<file path="src/rtl/bitop_pkg.sv">
package bitop_pkg;
  typedef enum logic [3:0] {
    OP_C_FROM_BIT = 4'd0,
    OP_BIT_FROM_C = 4'd1,
    OP_C_CLR      = 4'd2,
    OP_C_SET      = 4'd3,
    OP_C_CPL      = 4'd4,
    OP_B_CLR      = 4'd5,
    OP_B_SET      = 4'd6,
    OP_B_CPL      = 4'd7,
    OP_C_AND      = 4'd8,
    OP_C_AND_N    = 4'd9,
    OP_C_OR       = 4'd10,
    OP_C_OR_N     = 4'd11
  } bitop_e;

  typedef enum logic [1:0] {
    ST_IDLE = 2'd0,
    ST_READ = 2'd1,
    ST_EXEC = 2'd2
  } bitop_state_e;

  function automatic logic op_needs_byte(bitop_e op);
    case (op)
      OP_C_FROM_BIT, OP_BIT_FROM_C,
      OP_B_CLR, OP_B_SET, OP_B_CPL,
      OP_C_AND, OP_C_AND_N, OP_C_OR, OP_C_OR_N: return 1'b1;
      default:                                  return 1'b0;
    endcase
  endfunction
endpackage

</file>
<file path="src/rtl/bitop_decode.sv">
module bitop_decode #(
  parameter int BIT_ADDR_W = 8,
  parameter int ADDR_W     = 8,
  parameter int DATA_W     = 8,
  parameter int IDX_W      = 3,
  parameter int RAM_BASE   = 'h20,
  parameter int SFR_SPLIT  = 'h80
) (
  input  logic [BIT_ADDR_W-1:0] bit_addr_i,
  output logic [ADDR_W-1:0]     byte_addr_o,
  output logic [IDX_W-1:0]      bit_idx_o
);
  localparam logic [ADDR_W-1:0] LOW_MASK = ADDR_W'(DATA_W - 1);

  always_comb begin
    bit_idx_o = bit_addr_i[IDX_W-1:0];
    if (int'(bit_addr_i) < SFR_SPLIT)
      byte_addr_o = ADDR_W'(RAM_BASE) + ADDR_W'(bit_addr_i >> IDX_W);
    else
      byte_addr_o = ADDR_W'(bit_addr_i) & ~LOW_MASK;
  end
endmodule

</file>
<file path="src/rtl/bitop_alu.sv">
module bitop_alu
  import bitop_pkg::*;
#(
  parameter int DATA_W = 8,
  parameter int IDX_W  = 3
) (
  input  bitop_e             op_i,
  input  logic [DATA_W-1:0]  rdata_i,
  input  logic [IDX_W-1:0]   idx_i,
  input  logic               carry_i,
  output logic               carry_o,
  output logic               we_o,
  output logic [DATA_W-1:0]  wdata_o
);
  logic bit_v, new_bit;

  always_comb begin
    bit_v   = rdata_i[idx_i];
    carry_o = carry_i;
    we_o    = 1'b0;
    new_bit = bit_v;
    case (op_i)
      OP_C_FROM_BIT: carry_o = bit_v;
      OP_BIT_FROM_C: begin we_o = 1'b1; new_bit = carry_i; end
      OP_C_CLR:      carry_o = 1'b0;
      OP_C_SET:      carry_o = 1'b1;
      OP_C_CPL:      carry_o = ~carry_i;
      OP_B_CLR:      begin we_o = 1'b1; new_bit = 1'b0; end
      OP_B_SET:      begin we_o = 1'b1; new_bit = 1'b1; end
      OP_B_CPL:      begin we_o = 1'b1; new_bit = ~bit_v; end
      OP_C_AND:      carry_o = carry_i & bit_v;
      OP_C_AND_N:    carry_o = carry_i & ~bit_v;
      OP_C_OR:       carry_o = carry_i | bit_v;
      OP_C_OR_N:     carry_o = carry_i | ~bit_v;
      default:       ;
    endcase
    wdata_o        = rdata_i;
    wdata_o[idx_i] = new_bit;
  end
endmodule

</file>
<file path="src/rtl/bitop_ctrl.sv">
module bitop_ctrl
  import bitop_pkg::*;
#(
  parameter int ADDR_W = 8,
  parameter int IDX_W  = 3
) (
  input  logic              clk_i,
  input  logic              rst_ni,
  input  logic              cmd_valid_i,
  input  bitop_e            cmd_op_i,
  input  logic [ADDR_W-1:0] cmd_addr_i,
  input  logic [IDX_W-1:0]  cmd_idx_i,
  output bitop_e            op_o,
  output logic [ADDR_W-1:0] addr_o,
  output logic [IDX_W-1:0]  idx_o,
  output logic              read_o,
  output logic              exec_o,
  output logic              busy_o
);
  bitop_state_e state_q;

  always_ff @(posedge clk_i or negedge rst_ni) begin
    if (!rst_ni) begin
      state_q <= ST_IDLE;
      op_o    <= OP_C_FROM_BIT;
      addr_o  <= '0;
      idx_o   <= '0;
    end else begin
      case (state_q)
        ST_IDLE: if (cmd_valid_i) begin
          op_o    <= cmd_op_i;
          addr_o  <= cmd_addr_i;
          idx_o   <= cmd_idx_i;
          state_q <= op_needs_byte(cmd_op_i) ? ST_READ : ST_EXEC;
        end
        ST_READ: state_q <= ST_EXEC;
        default: state_q <= ST_IDLE;
      endcase
    end
  end

  assign read_o = (state_q == ST_READ);
  assign exec_o = (state_q == ST_EXEC);
  assign busy_o = (state_q != ST_IDLE);
endmodule

</file>
<file path="src/rtl/bitop_unit.sv">
module bitop_unit
  import bitop_pkg::*;
#(
  parameter int BIT_ADDR_W = 8,
  parameter int ADDR_W     = 8,
  parameter int DATA_W     = 8,
  parameter int RAM_BASE   = 'h20,
  parameter int SFR_SPLIT  = 'h80
) (
  input  logic                  clk_i,
  input  logic                  rst_ni,
  input  logic                  cmd_valid_i,
  input  logic [3:0]            cmd_op_i,
  input  logic [BIT_ADDR_W-1:0] cmd_bit_i,
  output logic                  busy_o,
  output logic                  done_o,
  output logic                  carry_o,
  output logic                  mem_re_o,
  output logic                  mem_we_o,
  output logic [ADDR_W-1:0]     mem_addr_o,
  output logic [DATA_W-1:0]     mem_wdata_o,
  input  logic [DATA_W-1:0]     mem_rdata_i
);
  localparam int IDX_W = $clog2(DATA_W);

  logic [ADDR_W-1:0] dec_addr;
  logic [IDX_W-1:0]  dec_idx, idx_q;
  bitop_e            op_q;
  logic              exec, alu_carry, alu_we, carry_q;

  bitop_decode #(
    .BIT_ADDR_W(BIT_ADDR_W), .ADDR_W(ADDR_W), .DATA_W(DATA_W),
    .IDX_W(IDX_W), .RAM_BASE(RAM_BASE), .SFR_SPLIT(SFR_SPLIT)
  ) u_decode (
    .bit_addr_i (cmd_bit_i),
    .byte_addr_o(dec_addr),
    .bit_idx_o  (dec_idx)
  );

  bitop_ctrl #(.ADDR_W(ADDR_W), .IDX_W(IDX_W)) u_ctrl (
    .clk_i      (clk_i),
    .rst_ni     (rst_ni),
    .cmd_valid_i(cmd_valid_i),
    .cmd_op_i   (bitop_e'(cmd_op_i)),
    .cmd_addr_i (dec_addr),
    .cmd_idx_i  (dec_idx),
    .op_o       (op_q),
    .addr_o     (mem_addr_o),
    .idx_o      (idx_q),
    .read_o     (mem_re_o),
    .exec_o     (exec),
    .busy_o     (busy_o)
  );

  bitop_alu #(.DATA_W(DATA_W), .IDX_W(IDX_W)) u_alu (
    .op_i   (op_q),
    .rdata_i(mem_rdata_i),
    .idx_i  (idx_q),
    .carry_i(carry_q),
    .carry_o(alu_carry),
    .we_o   (alu_we),
    .wdata_o(mem_wdata_o)
  );

  always_ff @(posedge clk_i or negedge rst_ni) begin
    if (!rst_ni)   carry_q <= 1'b0;
    else if (exec) carry_q <= alu_carry;
  end

  assign mem_we_o = exec & alu_we;
  assign done_o   = exec;
  assign carry_o  = carry_q;
endmodule

</file>
<file path="config.mk">
export PLATFORM = sky130hd
export DESIGN_NAME = bitop_unit
export DESIGN_NICKNAME = d
export VERILOG_FILES = /design/src/rtl/bitop_pkg.sv /design/src/rtl/bitop_decode.sv /design/src/rtl/bitop_alu.sv /design/src/rtl/bitop_ctrl.sv /design/src/rtl/bitop_unit.sv
export SDC_FILE = /design/constraint.sdc
export NUM_CORES = 1
export LEC_CHECK = 0
export BUFFER_PORTS_ARGS = -buffer_cell sky130_fd_sc_hd__buf_2
export CORE_UTILIZATION = 52
export DETAILED_ROUTE_END_ITERATION = 10
export PLACE_DENSITY = 0.84
export REMOVE_ABC_BUFFERS = 1
export SYNTH_ARGS = -nofsm -noshare
export SYNTH_HDL_FRONTEND = slang
export SYNTH_SLANG_ARGS = --single-unit
</file>
<file path="constraint.sdc">
create_clock -name clk_i -period 6.6 [get_ports clk_i]
set_clock_uncertainty 0.2 [all_clocks]
set_input_delay 1.32 -clock clk_i [delete_from_list [all_inputs] [get_ports clk_i]]
set_output_delay 1.32 -clock clk_i [all_outputs]
set_load 0.01 [all_outputs]
</file>
==> results summary <==
The floorplan step set the die height to 49.2 um. The number of global-route vias before repair is between 800 and 900. The run finished with clean final reports. The number of placement rows is 16.

The final-layout fill cell count is about 160. Of the cells placed in the final design, the portion with a size suffix greater than 1 is 0.447. The number of failing hold endpoints at the final stage came out at 0. The total wire length after detailed routing is ~2300 um.

Setup repair after global routing left no endpoint under its margin. In the layout the commonest cells are sky130_fd_sc_hd__buf_2, sky130_fd_sc_hd__dfrtp_1, sky130_fd_sc_hd__nand2_1. The setup violation total in the final timing report is 0. The worst vdd rail ir drop is 0.174 mV.

The weighted congestion reported at the end of routability-driven placement is slightly above 0.7. The setup path with the least slack is of type in -> out. The count of yosys warnings during synthesis is 0. The footprint of the multi-input gates came out at between 600 and 700 um^2. The count of antenna-violating nets left after detailed routing came out at 0.

The net count reported at finish is 176. The number of antenna violations at the first check in global routing is 0. The library cell used most frequently in the layout, excluding fill and tap cells, is sky130_fd_sc_hd__buf_2. The CTS tree is yes. Of the synthesized area, sequential elements account for 0.389. In this run the clock root is driven by a sky130_fd_sc_hd__clkbuf_4.

Post-CTS repair changed the size of 0 cells. The combined global-route utilization of all metal layers came out at 0.210. In this run the number of H-tree levels came out at 1. The number of I/O port buffers came out at 43. The register bit count reported by yosys is 18.

The number of detailed-route iterations in the first pass came out at 4. The number of pins with negative max-slew slack in the final report came out at 0. The average vias per placed instance is approximately 5.4. Of all nets on the critical path, the largest fanout is 8. The largest buffer count on any clock path is 2. The average wire per cell in the routed design is between 10 and 15 um. The endpoint type of the worst setup path is a primary output.

Overall power consumption after layout is estimated at between 400 and 500 uW. The half-perimeter wire length after detailed placement came out at approximately 1800 um. The initial cell density of the core came out at 0.572.

At the worst endpoint, the required time is 5.08 ns. The leakage component of the power is about 0.67 nW. The finished cells cover between 1000 and 1500 um^2.

The cts-stage hold buffer count came out at 0. The final hold slack came out at around 0.28 ns. The synthesized instance count came out at 115. In this run the worst hold path is classified as reg -> reg. The clock insertion delay at the later pin of the skew report is ~0.28 ns. The highest attainable clock frequency came out at roughly 0.23 GHz.

Summed over all layers, the global routing overflow is 0. The post-place instance area is about 1400 um^2. The largest net degree at the start of global routing is 24. The placement-stage worst setup slack came out at 2.19 ns. The first global-routing pass estimated between 3000 and 4000 um of wire. The count of buffers added by post-CTS timing repair for setup came out at 0. The cell area after synthesis came out at around 1200 um^2. The worst-case headroom to the max-slew limit came out at 0.519. The number of antenna repair diodes came out at 0.

The die covers about 2400 um^2. Adding up every negative setup slack in the final design gives 0 ns. Clock-pin slew was measured on the worst setup and hold paths at roughly 0.10 ns.

The number of different library cells used by synthesis comes to 32. The category of the worst setup path launch point is an input pin. After floorplanning, the core was sized to cover ~2000 um^2. The total of max-cap violations is 0. Subtracting the final worst setup slack from the clock period gives 4.41 ns.

The horizontal die dimension came out at around 49 um. Clock tree synthesis found a total of 18 sinks. From synthesis to final layout, the design area changed by 20.1%. The area taken by flip-flops and latches is approximately 450 um^2. The detailed router placed between 900 and 1000 vias in this run.

The power density relative to cell area came out at around 300 nW/um^2. The actual slew at the worst max-slew pin is 0.719 ns. Dividing the final minimum period by the clock period gives 0.668. The synthesized area per cell came out at about 10 um^2. The arrival time at the worst endpoint came out at 2.89 ns. The detailed-route DRC error count came out at 0. Setup slack closes at between 2 and 2.5 ns. The reg-to-reg setup timing slack came out at about 4.6 ns.

The violation count after the first detailed-route iteration came out at 9. In this run the count of I/O pins placed on the die edge is between 40 and 50. The number of buffers created by CTS is 3.
[layer usage]
| metal | part of all wire | global-route usage | wire [um] | up-vias |
|---|---|---|---|---|
| li1 | - | - | - | 480 |
| met1 | 0.41 | 0.240 | 944 | 455 |
| met2 | 0.55 | 0.400 | 1250 | 28 |
| met3 | 0.041 | 0.0374 | 93 | 0 |
| met4 | 0 | 0.0441 | 0 | 0 |
| met5 | 0 | 0 | 0 | - |
[area by class of cell]
class | instances | area share
inverters | 2 | 0.00540
well taps | 27 | 0.0243
flip-flops and latches | 18 | 0.324
repair buffers | 43 | 0.155
clock buffers | 4 | 0.0261
multi-input cells | 85 | 0.465
[through the flow]
| stage | util | std cells |
|---|---|---|
| 2_1_floorplan | - | 105 |
| 3_3_place_gp | 0.670 | 175 |
| 3_5_place_dp | 0.670 | 175 |
| 4_1_cts | 0.688 | 179 |
| 5_1_grt | 0.688 | 179 |
| 6_report | 0.688 | 179 |
[power breakdown]
part | total [mW] | leakage [nW] | switching, mW | internal [mW]
clock | 0.0660 | 0.0210 | 0.0324 | 0.0336
sequential | 0.176 | 0.222 | 0.0407 | 0.135
combinational | 0.170 | 0.430 | 0.0765 | 0.0933
total | 0.412 | 0.674 | 0.150 | 0.262
[state kept, by name, indices dropped and copies added (netlist names)]
| register | flops |
|---|---|
| u_ctrl.op_o | 4 |
| u_ctrl.idx_o | 3 |
| u_ctrl.state_q | 2 |
| carry_o | 1 |
| u_ctrl.addr_o | 8 |
[cells by family after synthesis]
| family | share of synthesized area |
|---|---|
| AOI/OAI and AO/OA | 0.107 |
| buffers and inverters | 0.0519 |
| DFF | 0.389 |
| muxes | 0.249 |
| and+or+nand+nor | 0.203 |
[synth_stat cells (all sizes together)]
cell / count / area share
nor2: 10 / 0.032
a2111oi: 1 / 0.0076
and3b: 2 / 0.015
mux4: 2 / 0.039
nor3b: 3 / 0.019
nor3: 1 / 0.0043
a22o: 1 / 0.0076
nand3: 1 / 0.0043
o31ai: 1 / 0.0065
a221oi: 1 / 0.013
a211oi: 1 / 0.0065
o21bai: 1 / 0.0065
nand3b: 1 / 0.0065
nor4b: 1 / 0.0076
nand2b: 6 / 0.032
or4bb: 1 / 0.0097
mux2: 17 / 0.18
clkbuf: 5 / 0.016
or4: 1 / 0.0065
o41ai: 1 / 0.0076
mux2i: 2 / 0.028
nand2: 15 / 0.049
a21oi: 2 / 0.0086
o21ai: 10 / 0.043
inv: 2 / 0.0065
buf: 5 / 0.029
dfrtp: 18 / 0.39
nor2b: 3 / 0.016
[critical path, cell delays in order]
cell and delay (ns):
sky130_fd_sc_hd__buf_2 0.10, sky130_fd_sc_hd__mux4_2 0.49, sky130_fd_sc_hd__mux2i_4 0.20, sky130_fd_sc_hd__mux2_4 0.36, sky130_fd_sc_hd__mux2_2 0.27, sky130_fd_sc_hd__buf_2 0.14
[worst paths after layout]
| kind | from | to | cells after the start |
|---|---|---|---|
| max in group asynchronous | rst_ni | u_ctrl.idx_o[1] | 1 |
| min reg2reg | u_ctrl.state_q[1] | u_ctrl.state_q[1] | 1 |
| min in group asynchronous | rst_ni | u_ctrl.op_o[1] | 1 |
| max | mem_rdata_i[5] | mem_wdata_o[1] | 6 |
| max reg2reg | u_ctrl.idx_o[2] | carry_o | 4 |
| min | u_ctrl.state_q[1] | u_ctrl.state_q[1] | 1 |
(Power assumes the default switching activity.)
